$ cat src/rtl/ofs_pkg.sv
package ofs_pkg;

  typedef enum logic [1:0] {
    MODE_OVL     = 2'd0,
    MODE_LIN     = 2'd1,
    MODE_BIN     = 2'd2,
    MODE_OVL_ALT = 2'd3
  } mode_e;

  typedef enum logic [1:0] {
    ST_IDLE = 2'd0,
    ST_OVL  = 2'd1,
    ST_WAIT = 2'd2,
    ST_DONE = 2'd3
  } state_e;

  function automatic logic is_ovl(input mode_e m);
    return (m == MODE_OVL) || (m == MODE_OVL_ALT);
  endfunction

endpackage

$ cat src/rtl/ofs_mask_gen.sv
module ofs_mask_gen
  import ofs_pkg::*;
#(
  parameter int unsigned N_RES = 8,
  localparam int unsigned IDX_W = $clog2(N_RES)
) (
  input  mode_e              mode,
  input  logic [IDX_W-1:0]   step,
  input  logic [IDX_W:0]     lo,
  input  logic [IDX_W:0]     size,
  output logic [N_RES-1:0]   mask
);

  logic [IDX_W:0] half;
  logic [IDX_W:0] upper_lo;
  logic [IDX_W:0] upper_hi;

  assign half     = size >> 1;
  assign upper_lo = lo + half;
  assign upper_hi = lo + size;

  for (genvar r = 0; r < N_RES; r++) begin : g_bit
    localparam logic [IDX_W:0] RV = (IDX_W+1)'(r);
    always_comb begin
      unique case (mode)
        MODE_LIN: mask[r] = (RV[IDX_W-1:0] == step);
        MODE_BIN: mask[r] = (RV >= upper_lo) && (RV < upper_hi);
        default:  mask[r] = RV[step];
      endcase
    end
  end

endmodule

$ cat src/rtl/ofs_result_bank.sv
module ofs_result_bank #(
  parameter int unsigned STEPS = 3,
  localparam int unsigned TAG_W = (STEPS > 1) ? $clog2(STEPS) : 1
) (
  input  logic             clk,
  input  logic             rst,
  input  logic             clr,
  input  logic             en,
  input  logic             pass,
  input  logic [TAG_W-1:0] tag,
  output logic [STEPS-1:0] pass_vec,
  output logic             all_seen
);

  logic [STEPS-1:0] seen_q;

  for (genvar s = 0; s < STEPS; s++) begin : g_slot
    always_ff @(posedge clk) begin
      if (rst || clr) begin
        seen_q[s]   <= 1'b0;
        pass_vec[s] <= 1'b0;
      end else if (en && (32'(tag) == s)) begin
        seen_q[s]   <= 1'b1;
        pass_vec[s] <= pass;
      end
    end
  end

  assign all_seen = &seen_q;

endmodule

$ cat src/rtl/open_fault_locator.sv
module open_fault_locator
  import ofs_pkg::*;
#(
  parameter int unsigned N_RES = 8,
  localparam int unsigned IDX_W = $clog2(N_RES)
) (
  input  logic              clk,
  input  logic              rst,
  input  logic              start_i,
  input  logic [1:0]        mode_i,
  input  logic              res_valid_i,
  input  logic              res_pass_i,
  input  logic [IDX_W-1:0]  res_step_i,
  output logic [N_RES-1:0]  mask_o,
  output logic              mask_valid_o,
  output logic [IDX_W-1:0]  fault_idx_o,
  output logic              done_o,
  output logic              err_o
);

  localparam logic [IDX_W-1:0] LAST_OVL = IDX_W'(IDX_W - 1);
  localparam logic [IDX_W-1:0] LAST_LIN = IDX_W'(N_RES - 1);
  localparam logic [IDX_W:0]   FULL     = (IDX_W+1)'(N_RES);
  localparam logic [IDX_W:0]   ONE      = (IDX_W+1)'(1);
  localparam int unsigned      TAG_W    = (IDX_W > 1) ? $clog2(IDX_W) : 1;

  state_e           state_q;
  mode_e            mode_q;
  mode_e            mode_in;
  logic [IDX_W-1:0] step_q;
  logic [IDX_W:0]   lo_q;
  logic [IDX_W:0]   size_q;
  logic [IDX_W:0]   half;
  logic [IDX_W:0]   bin_lo_n;
  logic             start_ok;

  mode_e            g_mode;
  logic [IDX_W-1:0] g_step;
  logic [IDX_W:0]   g_lo;
  logic [IDX_W:0]   g_size;
  logic [N_RES-1:0] g_mask;

  logic [IDX_W-1:0] ovl_pass;
  logic             ovl_all;
  logic             ovl_en;
  logic             tag_ok;

  assign mode_in  = mode_e'(mode_i);
  assign start_ok = start_i && (state_q == ST_IDLE || state_q == ST_DONE);
  assign half     = size_q >> 1;
  assign bin_lo_n = res_pass_i ? (lo_q + half) : lo_q;

  // next-step parameters feeding the mask generator
  always_comb begin
    g_mode = mode_q;
    g_step = step_q;
    g_lo   = lo_q;
    g_size = size_q;
    if (start_ok) begin
      g_mode = mode_in;
      g_step = '0;
      g_lo   = '0;
      g_size = FULL;
    end else if (state_q == ST_OVL) begin
      g_step = step_q + 1'b1;
    end else if (state_q == ST_WAIT) begin
      g_step = step_q + 1'b1;
      g_lo   = bin_lo_n;
      g_size = half;
    end
  end

  ofs_mask_gen #(.N_RES(N_RES)) u_gen (
    .mode (g_mode),
    .step (g_step),
    .lo   (g_lo),
    .size (g_size),
    .mask (g_mask)
  );

  assign tag_ok = (32'(res_step_i) < IDX_W);
  assign ovl_en = (state_q == ST_OVL) && res_valid_i && tag_ok;

  ofs_result_bank #(.STEPS(IDX_W)) u_bank (
    .clk      (clk),
    .rst      (rst),
    .clr      (start_ok),
    .en       (ovl_en),
    .pass     (res_pass_i),
    .tag      (TAG_W'(res_step_i)),
    .pass_vec (ovl_pass),
    .all_seen (ovl_all)
  );

  always_ff @(posedge clk) begin
    if (rst) begin
      state_q      <= ST_IDLE;
      mode_q       <= MODE_OVL;
      step_q       <= '0;
      lo_q         <= '0;
      size_q       <= FULL;
      mask_o       <= '0;
      mask_valid_o <= 1'b0;
      fault_idx_o  <= '0;
      done_o       <= 1'b0;
      err_o        <= 1'b0;
    end else begin
      unique case (state_q)
        ST_IDLE, ST_DONE: begin
          if (start_ok) begin
            done_o       <= 1'b0;
            err_o        <= 1'b0;
            fault_idx_o  <= '0;
            mode_q       <= mode_in;
            step_q       <= '0;
            lo_q         <= '0;
            size_q       <= FULL;
            mask_o       <= g_mask;
            mask_valid_o <= 1'b1;
            state_q      <= is_ovl(mode_in) ? ST_OVL : ST_WAIT;
          end
        end
        ST_OVL: begin
          if (mask_valid_o) begin
            if (step_q == LAST_OVL) begin
              mask_valid_o <= 1'b0;
            end else begin
              step_q <= step_q + 1'b1;
              mask_o <= g_mask;
            end
          end else if (ovl_all) begin
            done_o      <= 1'b1;
            fault_idx_o <= ovl_pass;
            state_q     <= ST_DONE;
          end
        end
        ST_WAIT: begin
          mask_valid_o <= 1'b0;
          if (res_valid_i) begin
            if (mode_q == MODE_LIN) begin
              if (res_pass_i) begin
                done_o      <= 1'b1;
                fault_idx_o <= step_q;
                state_q     <= ST_DONE;
              end else if (step_q == LAST_LIN) begin
                done_o  <= 1'b1;
                err_o   <= 1'b1;
                state_q <= ST_DONE;
              end else begin
                step_q       <= step_q + 1'b1;
                mask_o       <= g_mask;
                mask_valid_o <= 1'b1;
              end
            end else begin
              lo_q   <= bin_lo_n;
              size_q <= half;
              if (half == ONE) begin
                done_o      <= 1'b1;
                fault_idx_o <= bin_lo_n[IDX_W-1:0];
                state_q     <= ST_DONE;
              end else begin
                step_q       <= step_q + 1'b1;
                mask_o       <= g_mask;
                mask_valid_o <= 1'b1;
              end
            end
          end
        end
        default: state_q <= ST_IDLE;
      endcase
    end
  end

endmodule

$ cat config.mk
export PLATFORM = sky130hd
export DESIGN_NAME = open_fault_locator
export DESIGN_NICKNAME = d
export VERILOG_FILES = /design/src/rtl/ofs_pkg.sv /design/src/rtl/ofs_mask_gen.sv /design/src/rtl/ofs_result_bank.sv /design/src/rtl/open_fault_locator.sv
export SDC_FILE = /design/constraint.sdc
export NUM_CORES = 1
export LEC_CHECK = 0
export CAP_MARGIN = 20
export CORE_MARGIN = 10
export CORE_UTILIZATION = 62
export DETAILED_ROUTE_END_ITERATION = 8
export GPL_TIMING_DRIVEN = 0
export HOLD_SLACK_MARGIN = 0.12
export PLACE_DENSITY = 0.95
export SYNTH_ARGS = -nofsm -noshare
export SYNTH_HDL_FRONTEND = slang
export SYNTH_SLANG_ARGS = --single-unit
$ cat constraint.sdc
create_clock -name clk -period 5.62 [get_ports clk]
set_input_delay 1.405 -clock clk [delete_from_list [all_inputs] [get_ports clk]]
set_output_delay 1.405 -clock clk [all_outputs]
set_load 0.05 [all_outputs]
==> key figures, run 1 <==
Outcome
  • Status: complete, no violations

Finish
  • Area Overhead vs Synth: 14.8%
  • Design area: 3010 um2
  • Final std cells w/o fill: 408
  • Share of layout cells above drive strength 1: 0.0698
  • Final #Nets: 390
  • # diodes: 0

Detailed routing
  • Vias: 2576
  • Final wirelength: 6.78 mm
  • Detailed Route Iter0 Violations: 247
  • Antenna viol nets, final: 0
  • DR vias/cell: 6.31
  • Drt first pass iters: 7
  • Drt drc: 0
  • DR WL/cell: 16.6 um

Timing
  • Worst-margin pin slew: 0.599 ns
  • Finish-stage setup viols: 0
  • Max-slew headroom: 0.600
  • Layout Skew: 0.00328 ns
  • Maximum clock rate: 235 MHz
  • Min Hold Slack: 0.463 ns
  • Hold Vio Cnt, Final: 0
  • Final Critical Period: 4.25 ns
  • Setup TNS: 0 ns
  • Final max-slew violation count: 0
  • RSZ-0062 raised after global routing: no
  • Setup WS post-layout: 1.37 ns
  • Fin crit share: 0.756

Placement
  • HPWL after DPL: 5.06 mm
  • Placement Setup Slack: 1.13 ns
  • Port bufs: 21
  • Placed Area: 2900 um2
  • GPL Wtd Cong: 0.956
  • Placed insts: 400

Clocking
  • Clock Tree Buf Depth: 2
  • Cts bufs inserted: 5
  • CTS tree: yes
  • Post-CTS Resized: 0
  • Setup repair bufs after CTS: 0
  • Sink Count: 35
  • Root Buffer: clkbuf_8
  • # hold bufs at CTS: 0
  • Clock H-tree levels: 2
  • Clock Latency Late Sink: 0.30 ns
  • Reg clk slew, reported paths: 0.08 ns

GRT
  • Number of global-route vias before repair: 2296
  • Gr usage total: 0.184
  • Initial antenna violation count: 0
  • First-pass GRT wire length: 11.0 mm
  • GRT Residual Overflow: 0
  • Largest net degree at the start of global routing: 14

Synthesis
  • Gate Count Post-Synth: 329
  • Asr flop ratio synth: 0
  • Yosys warns: 0
  • Post-synth cell types: 50
  • Yosys reg bits: 35
  • Syn avg cell area: 7.98 um2
  • Synth Flop Type: dfxtp_1
  • Register area share after synthesis: 0.267
  • Syn Std Cell Area: 2630 um2
  • Post-synth EDFFs: 0
  • Syn_nets: 362

Setup path
  • Critical-path maximum fanout: 10
  • Worst setup SP type: primary input
  • Reg2Reg Launch Point: size_q[1]
  • Crit. Startpoint: start_i
  • CP Data Required Time: 5.84 ns
  • Internal reg-to-reg setup slack: 2.10 ns
  • Critical Path AT: 4.47 ns
  • Crit Path Class: in -> reg
  • Crit end category: flip-flop

Pwr
  • Pwr per Cell Area: 526 nW/um2
  • Leak: 1.29 nW
  • Worst vdd ir: 0.375 mV

Min path
  • Worst hold start: u_bank.pass_vec[2]
  • HP Class: reg -> reg

Job
  • Max-cap viol count: 0

Die
  • Die ar.: 7240 um2
  • Site row count: 23
  • Num ports: 24
  • Initial Util: 0.647
  • Die Ht: 85.1 um
  • Chip width: 85.1 um
  • Core Region: 4060 um2
final cells by class:
class                      count  area (um2)
sequential                    35         701
tap                           50        62.6
clock inverter                 3        46.3
multi-input combinational    256        1760
timing repair buffer          21         210
fill                         286        1040
buffer                        18        85.1
inverter                      20        75.1
clock buffer                   5        68.8
Yosys cell counts, types with 3 or more instances:
cell       count  area share
a21o_1         7       0.020
nand3b_1       4       0.011
nor2_1        43       0.061
o21ai_0       12       0.023
a21oi_1       29       0.055
nor3_1         7       0.013
fa_1           3       0.023
a221oi_1       4       0.013
a22oi_1        4       0.011
mux2i_1       16       0.061
nor2b_1        7       0.017
o2111ai_1      4       0.013
o211ai_1       3      0.0086
xnor2_1        6       0.020
ha_1          20       0.095
buf_2          5      0.0095
clkbuf_1      11       0.016
nand2_1       26       0.037
o21a_1         3      0.0086
nand3_1       10       0.019
nand2b_1       4      0.0095
a211oi_1       7       0.020
dfxtp_1       35        0.27
mux2_2         3       0.013
and2_1         3      0.0072
inv_1         20       0.029
worst paths after layout:
check | to | cells past startpoint
worst max-delay path | mask_o[1] | 12
worst min-delay path | u_bank.pass_vec[2] | 2
worst max register to register | mask_o[5] | 13
worst min register to register | u_bank.pass_vec[2] | 2
cell usage in the layout, fill, tap and decap left out, types with 4 or more instances in the layout:
cell type / instances
nor2_1: 43
nand2b_1: 4
clkbuf_1: 11
mux2i_1: 16
a21o_1: 7
a211oi_1: 7
nor3_1: 7
clkbuf_8: 5
nand3b_1: 4
o21ai_0: 12
nand3_1: 10
a221oi_1: 4
xnor2_1: 6
o2111ai_1: 4
ha_1: 20
a21oi_1: 29
buf_2: 5
a22oi_1: 4
nor2b_1: 7
dfxtp_1: 35
nand2_1: 26
clkdlybuf4s50_1: 21
inv_1: 20
power by group:
group | total [mW] | switching [mW] | internal [mW] | leakage, nW
sequential | 0.330 | 0.0366 | 0.293 | 0.285
clock | 0.240 | 0.107 | 0.134 | 0.0548
combinational | 1.02 | 0.639 | 0.377 | 0.949
cell families (layout without fill, tap and decap cells):
group	Yosys count	in the layout	synth area share
adders and majority gates	23	23	0.118
AOI/OAI and AO/OA	91	91	0.242
and+or+nand+nor	115	115	0.211
xor gates and xnor gates	8	8	0.0267
buffers and inverters	38	67	0.0610
muxes	19	19	0.0739
DFF	35	35	0.267
critical path, cell delays in order:
cell,delay (ns)
clkdlybuf4s50_1,0.59
and2_1,0.18
buf_4,0.18
or2_2,0.16
inv_1,0.06
ha_1,0.22
fa_1,0.42
xnor2_1,0.27
nand3_1,0.12
mux2i_1,0.36
o311ai_1,0.25
a211oi_1,0.26
routing by layer:
metal  up-vias  global-route usage  part of all wire
met5         -                   0                 0
met4         0              0.0689             0.017
met3        17              0.0325             0.073
met2       127               0.300              0.48
met1      1198               0.235              0.43
li1       1234                   -                 -
metrics by stage:
step	util	total power [mW]
3_5_place_dp	0.714	1.31
2_1_floorplan	-	1.09
6_report	0.743	1.59
3_3_place_gp	0.714	1.28
4_1_cts	0.743	1.56
5_1_grt	0.743	1.68
sequential cells by signal (all words and copies together), names as in the netlist:
name and flops:
size_q 4, u_bank.seen_q 3, mask_valid_o 1, done_o 1
mask_o 8, state_q 2, lo_q 4, fault_idx_o 3
mode_q 2, u_bank.pass_vec 3, step_q 3, err_o 1
Note: power is estimated with default switching activity, not from simulation.
==> run 2: changes to the inputs <==
--- a/config.mk
+++ b/config.mk
@@ -7,11 +7,11 @@
 export LEC_CHECK = 0
 export CAP_MARGIN = 20
 export CORE_MARGIN = 10
-export CORE_UTILIZATION = 62
+export CORE_UTILIZATION = 58
 export DETAILED_ROUTE_END_ITERATION = 8
 export GPL_TIMING_DRIVEN = 0
 export HOLD_SLACK_MARGIN = 0.12
-export PLACE_DENSITY = 0.95
+export PLACE_DENSITY = 0.9
 export SYNTH_ARGS = -nofsm -noshare
 export SYNTH_HDL_FRONTEND = slang
 export SYNTH_SLANG_ARGS = --single-unit
==> constraint.sdc (replaced) <==
create_clock -name clk -period 4.22 [get_ports clk]
set_input_delay 1.055 -clock clk [delete_from_list [all_inputs] [get_ports clk]]
set_output_delay 1.055 -clock clk [all_outputs]
set_load 0.05 [all_outputs]
==> key figures, run 2 (synthesized netlist as in run 1, its figures left out) <==
Clocking
  • Post-CTS Resized: 0 (unchanged)
  • Setup repair bufs after CTS: 0 (unchanged)
  • CTS tree: yes (unchanged)
  • Clock Latency Late Sink: 0.29 ns (was 0.30 ns)
  • Clock Tree Buf Depth: 2 (unchanged)
  • Clock H-tree levels: 2 (unchanged)
  • Cts bufs inserted: 5 (unchanged)
  • Reg clk slew, reported paths: 0.08 ns (about the same)
  • # hold bufs at CTS: 0 (unchanged)
  • Root Buffer: clkbuf_8 (unchanged)
  • Sink Count: 35 (unchanged)

Timing
  • Layout Skew: 0.00687 ns (was 0.00328 ns)
  • Final Critical Period: 3.93 ns
  • Max-slew headroom: 0.591 (was 0.600)
  • RSZ-0062 raised after global routing: no (unchanged)
  • Fin crit share: 0.931
  • Setup TNS: 0 ns (unchanged)
  • Finish-stage setup viols: 0 (unchanged)
  • Maximum clock rate: 255 MHz
  • Worst-margin pin slew: 0.613 ns (was 0.599 ns)
  • Final max-slew violation count: 0 (unchanged)
  • Hold Vio Cnt, Final: 0 (unchanged)

Finish
  • Largest regs: mask_o x8, lo_q x4, size_q x4 (unchanged)
  • Reg with most FFs: mask_o (unchanged)
  • Final std cells w/o fill: 410 (was 408)
  • Share of layout cells above drive strength 1: 0.0670 (was 0.0698)
  • Final #Nets: 390 (unchanged)
  • Commonest non-fill, non-tap cells in the layout: 43 x nor2_1, 35 x dfxtp_1, 29 x a21oi_1 (unchanged)
  • Fin util: 0.686 (was 0.743)
  • # diodes: 0 (unchanged)
  • Design area: 2990 um2 (was 3010 um2)
  • Fillers: 352 (was 286)
  • Max reg flops: 8 (unchanged)
  • Area Overhead vs Synth: 13.7% (was 14.8%)
  • Most common cell after layout, fill and taps aside: nor2_1 (unchanged)

Min path
  • Worst hold start: u_bank.pass_vec[2] (unchanged)
  • HP Class: reg -> reg (unchanged)
  • Worst Hold Path Cells: 2 (unchanged)
  • Hold path endpoint: u_bank.pass_vec[2] (unchanged)

Die
  • Die Ht: 87.3 um (was 85.1 um)
  • Chip width: 87.3 um (was 85.1 um)
  • Initial Util: 0.603 (was 0.647)
  • Num ports: 24 (unchanged)
  • Site row count: 24 (was 23)
  • Die ar.: 7620 um2 (was 7240 um2)
  • Core Region: 4350 um2 (was 4060 um2)

Detailed routing
  • Final wirelength: 6.74 mm (was 6.78 mm)
  • Detailed Route Iter0 Violations: 194 (was 247)
  • Drt drc: 0 (unchanged)
  • Antenna viol nets, final: 0 (unchanged)
  • DR vias/cell: 6.15 (was 6.31)
  • Vias: 2521 (was 2576)
  • DR WL/cell: 16.4 um (was 16.6 um)
  • Drt first pass iters: 5 (was 7)

Placement
  • Placed Area: 2900 um2 (about the same)
  • GPL Wtd Cong: 0.885 (was 0.956)
  • Placed insts: 402 (was 400)
  • Port bufs: 21 (unchanged)
  • HPWL after DPL: 5.13 mm (was 5.06 mm)

Setup path
  • CP Data Required Time: 4.42 ns (was 5.84 ns)
  • Reg2Reg Launch Point: size_q[1] (unchanged)
  • Worst Reg-to-Reg Cells: 13 (unchanged)
  • Reg-to-Reg End: mask_o[5] (unchanged)
  • Crit. Startpoint: start_i (unchanged)
  • Internal reg-to-reg setup slack: 0.74 ns (was 2.10 ns)
  • Crit end category: flip-flop (unchanged)
  • Worst setup SP type: primary input (unchanged)
  • Critical-path maximum fanout: 10 (unchanged)
  • Critical Path AT: 4.13 ns (was 4.47 ns)
  • Crit Path Class: in -> reg (unchanged)

GRT
  • GRT Residual Overflow: 0 (unchanged)
  • First-pass GRT wire length: 11.7 mm (was 11.0 mm)
  • Largest net degree at the start of global routing: 12 (was 14)
  • Initial antenna violation count: 0 (unchanged)
  • Number of global-route vias before repair: 2446 (was 2296)
  • Gr usage total: 0.186 (was 0.184)

Pwr
  • Clk pwr share: 0.119 (was 0.152)
  • Cell-internal power: 1.01 mW (was 0.804 mW)
  • Worst vdd ir: 0.557 mV (was 0.375 mV)
  • Leak: 1.27 nW (was 1.29 nW)
  • Net Sw Frac: 0.503 (was 0.493)
  • Logic gate share of total power: 0.663 (was 0.641)
  • Pwr per Cell Area: 680 nW/um2 (was 526 nW/um2)
  • Switch Pwr: 1.02 mW (was 0.782 mW)
  • Reg power frac: 0.217 (was 0.208)
  • Final Total Pwr: 2.03 mW (was 1.59 mW)

Job
  • Max-cap viol count: 0 (unchanged)

Outcome
  • Status: complete, no violations (unchanged)
[run 2: changes by cell type in the layout (fill, tap and decap cells not counted)]
cell / change
inv_6: -1
bufinv_16: -1
clkbuf_1: +1
clkinv_2: +1
[run 2: worst max-delay path by stage]
stage / endpoint / depth (start not counted) / slack, ns
finish: mask_o[1] / 12 / 0.29
global route: mask_o[1] / 12 / 0.14
CTS: mask_o[1] / 12 / 0.38
detailed placement: mask_o[1] / 12 / 0.09
global placement: mask_o[1] / 12 / 0.17
floorplan: mask_o[6] / 12 / 0.87
[run 2: cell type report]
cell class | count | area, um2 | area share
Multi-Input combinational cell | 256 | 1760 | 0.591
Sequential cell | 35 | 701 | 0.235
Timing Repair Buffer | 21 | 210 | 0.0704
Buffer | 18 | 85.1 | 0.0285
Inverter | 20 | 75.1 | 0.0251
Clock buffer | 6 | 72.6 | 0.0243
Tap cell | 52 | 65.1 | 0.0218
Clock inverter | 2 | 12.5 | 0.00419
[run 2: worst max-delay path, cell delays in order]
cell and delay, ns:
clkdlybuf4s50_1 0.57, and2_1 0.19, buf_4 0.18, or2_2 0.15
inv_1 0.06, ha_1 0.22, fa_1 0.42, xnor2_1 0.27
nand3_1 0.12, mux2i_1 0.36, o311ai_1 0.26, a211oi_1 0.27
[run 2: through the flow]
stage | worst slack, ns | hold slack (ns)
final | 0.292 | 0.461
after global placement | 0.166 | 0.447
after detailed placement | 0.0938 | 0.450
after global routing | 0.142 | 0.501
after CTS | 0.378 | 0.460
after floorplan | 0.874 | 0.436
[run 2: per-layer routing]
layer | track usage | part of all wire | vias to the layer above
met5 | 0 | 0 | -
met4 | 0.0522 | 0.011 | 0
met3 | 0.0356 | 0.060 | 9
met2 | 0.307 | 0.48 | 93
met1 | 0.239 | 0.45 | 1191
li1 | - | - | 1228
[run 2: power groups by stage]
stage | logic (mW) | clock network, mW | registers (mW)
global route | 1.49 | 0.258 | 0.448
global placement | 1.27 | 0 | 0.442
floorplan | 0.921 | 0 | 0.537
CTS | 1.33 | 0.242 | 0.439
detailed placement | 1.31 | 0 | 0.447
finish | 1.35 | 0.243 | 0.441
==> run 3: changes to the inputs <==
--- a/config.mk
+++ b/config.mk
@@ -6,7 +6,7 @@
 export NUM_CORES = 1
 export LEC_CHECK = 0
 export CAP_MARGIN = 20
-export CORE_MARGIN = 10
+export CORE_MARGIN = 2
 export CORE_UTILIZATION = 58
 export DETAILED_ROUTE_END_ITERATION = 8
 export GPL_TIMING_DRIVEN = 0
==> key figures, run 3 (synthesized netlist as in run 1, its figures left out) <==
Pwr
  • Clk pwr share: 0.143 (was 0.119)
  • Pwr per Cell Area: 697 nW/um2 (was 680 nW/um2)
  • Leak: 1.28 nW (was 1.27 nW)
  • Final Total Pwr: 2.10 mW (was 2.03 mW)
  • Switch Pwr: 1.03 mW (was 1.02 mW)
  • Net Sw Frac: 0.491 (was 0.503)
  • Logic gate share of total power: 0.647 (was 0.663)
  • Cell-internal power: 1.07 mW (was 1.01 mW)
  • Reg power frac: 0.210 (was 0.217)
  • Worst vdd ir: 0.501 mV (was 0.557 mV)

Timing
  • Layout Skew: 0.0127 ns (was 0.00687 ns)
  • Min Hold Slack: 0.466 ns (was 0.461 ns)
  • Hold Vio Cnt, Final: 0 (unchanged)
  • Setup TNS: 0 ns (unchanged)
  • Finish-stage setup viols: 0 (unchanged)
  • RSZ-0062 raised after global routing: no (unchanged)
  • Worst-margin pin slew: 0.643 ns (was 0.613 ns)
  • Setup WS post-layout: 0.281 ns (was 0.292 ns)
  • Final max-slew violation count: 0 (unchanged)
  • Maximum clock rate: 254 MHz (was 255 MHz)
  • Max-slew headroom: 0.572 (was 0.591)
  • Fin crit share: 0.933 (was 0.931)
  • Final Critical Period: 3.94 ns (was 3.93 ns)

Clocking
  • Cts bufs inserted: 5 (unchanged)
  • Setup repair bufs after CTS: 0 (unchanged)
  • Clock Latency Late Sink: 0.30 ns (was 0.29 ns)
  • Post-CTS Resized: 0 (unchanged)
  • Clock H-tree levels: 2 (unchanged)
  • Reg clk slew, reported paths: 0.07 ns (was 0.08 ns)
  • Sink Count: 35 (unchanged)
  • CTS tree: yes (unchanged)
  • Clock Tree Buf Depth: 2 (unchanged)
  • # hold bufs at CTS: 0 (unchanged)
  • Root Buffer: clkbuf_8 (unchanged)

Detailed routing
  • Drt first pass iters: 6 (was 5)
  • Drt drc: 0 (unchanged)
  • DR vias/cell: 6.37 (was 6.15)
  • DR WL/cell: 16.3 um (was 16.4 um)
  • Detailed Route Iter0 Violations: 196 (was 194)
  • Final wirelength: 6.68 mm (was 6.74 mm)
  • Antenna viol nets, final: 0 (unchanged)
  • Vias: 2605 (was 2521)

GRT
  • Largest net degree at the start of global routing: 12 (unchanged)
  • Gr usage total: 0.273 (was 0.186)
  • Number of global-route vias before repair: 2404 (was 2446)
  • First-pass GRT wire length: 11.0 mm (was 11.7 mm)
  • GRT Residual Overflow: 0 (unchanged)
  • Initial antenna violation count: 0 (unchanged)

Setup path
  • Worst Reg-to-Reg Cells: 13 (unchanged)
  • CP Data Required Time: 4.42 ns (about the same)
  • Crit end category: flip-flop (unchanged)
  • Largest stage delay on the critical path: 0.60 ns (was 0.57 ns)
  • Critical-path maximum fanout: 10 (unchanged)
  • Slowest-stage cell, CP: clkdlybuf4s50_1 (unchanged)
  • Reg2Reg Launch Point: size_q[1] (unchanged)
  • CP Cell Sequence: clkdlybuf4s50_1 -> and2_1 -> buf_4 -> or2_2 -> inv_1 -> ha_1 -> fa_1 -> xnor2_1 -> nand3_1 -> mux2i_1 -> o21ai_0 -> a311oi_1 (was clkdlybuf4s50_1 -> and2_1 -> buf_4 -> or2_2 -> inv_1 -> ha_1 -> fa_1 -> xnor2_1 -> nand3_1 -> mux2i_1 -> o311ai_1 -> a211oi_1)
  • Worst setup SP type: primary input (unchanged)
  • Internal reg-to-reg setup slack: 0.73 ns (was 0.74 ns)
  • Reg-to-Reg End: mask_o[6] (was mask_o[5])
  • Crit Path Class: in -> reg (unchanged)
  • Critical Path AT: 4.14 ns (was 4.13 ns)

Min path
  • Hold path endpoint: mask_o[6] (was u_bank.pass_vec[2])
  • Worst hold start: mask_o[6] (was u_bank.pass_vec[2])
  • Worst Hold Path Cells: 2 (unchanged)
  • HP Class: reg -> reg (unchanged)

Finish
  • # diodes: 0 (unchanged)
  • Share of layout cells above drive strength 1: 0.0672 (was 0.0670)
  • Max reg flops: 8 (unchanged)
  • Largest regs: mask_o x8, lo_q x4, size_q x4 (unchanged)
  • Final std cells w/o fill: 409 (was 410)
  • Most common cell after layout, fill and taps aside: nor2_1 (unchanged)
  • Reg with most FFs: mask_o (unchanged)
  • Final #Nets: 390 (unchanged)
  • Fillers: 336 (was 352)
  • Commonest non-fill, non-tap cells in the layout: 43 x nor2_1, 35 x dfxtp_1, 29 x a21oi_1 (unchanged)
  • Area Overhead vs Synth: 14.5% (was 13.7%)

Placement
  • GPL Wtd Cong: 0.914 (was 0.885)
  • Placed insts: 402 (unchanged)
  • HPWL after DPL: 4.83 mm (was 5.13 mm)
  • Placement Setup Slack: 0.0761 ns (was 0.0938 ns)
  • Port bufs: 21 (unchanged)

Die
  • Site row count: 24 (unchanged)
  • Num ports: 24 (unchanged)
  • Initial Util: 0.603 (unchanged)
  • Die Ht: 71.3 um (was 87.3 um)
  • Core Region: 4350 um2 (unchanged)
  • Die ar.: 5080 um2 (was 7620 um2)
  • Chip width: 71.3 um (was 87.3 um)

Outcome
  • Status: complete, no violations (unchanged)

Job
  • Max-cap viol count: 0 (unchanged)
-- run 3: worst max-delay path by stage --
| stage | startpoint | endpoint | slack [ns] | cells after the start |
|---|---|---|---|---|
| after floorplan | res_pass_i | mask_o[6] | 0.87 | 12 |
| after global placement | start_i | mask_o[1] | 0.18 | 12 |
| after detailed placement | start_i | mask_o[1] | 0.08 | 12 |
| after CTS | start_i | mask_o[1] | 0.31 | 12 |
| after global routing | start_i | mask_o[1] | 0.17 | 12 |
| final | start_i | mask_o[3] | 0.28 | 12 |
-- run 3: area by class of cell --
cell class	instances	area, um2	share of cell area
buffer	18	85.1	0.0283
clock buffer	5	68.8	0.0229
clock inverter	2	37.5	0.0125
inverter	20	75.1	0.0250
multi-input combinational	256	1760	0.587
sequential	35	701	0.233
tap	52	65.1	0.0216
timing repair buffer	21	210	0.0699
-- run 3: power by group through the flow --
stage / clock network (mW) / logic [mW] / registers, mW
after floorplan: 0 / 0.921 / 0.537
after global placement: 0 / 1.27 / 0.442
after detailed placement: 0 / 1.30 / 0.446
after CTS: 0.299 / 1.33 / 0.439
after global routing: 0.314 / 1.47 / 0.446
final: 0.300 / 1.36 / 0.441
-- run 3: per-layer routing --
| layer | GRT usage | up-vias | share of wire |
|---|---|---|---|
| li1 | - | 1229 | - |
| met5 | 0 | - | 0 |
| met1 | 0.352 | 1212 | 0.42 |
| met3 | 0.0802 | 24 | 0.083 |
| met4 | 0.117 | 0 | 0.028 |
| met2 | 0.427 | 140 | 0.47 |
-- run 3: per-stage QoR --
| stage | util | instance area (um2) |
|---|---|---|
| 6_report | 0.691 | 3010 |
| 5_1_grt | 0.691 | 3010 |
| 4_1_cts | 0.691 | 3010 |
| 3_5_place_dp | 0.666 | 2900 |
| 3_3_place_gp | 0.666 | 2900 |
| 2_1_floorplan | - | 2630 |
-- run 3: worst max-delay path: cells and delay by family --
kind	cells	cell delay, ns
buffers and inverters	3	0.84
adders and majority gates	2	0.65
AOI/OAI and AO/OA	2	0.48
and+or+nand+nor	3	0.47
xor gates and xnor gates	1	0.32
muxes	1	0.30
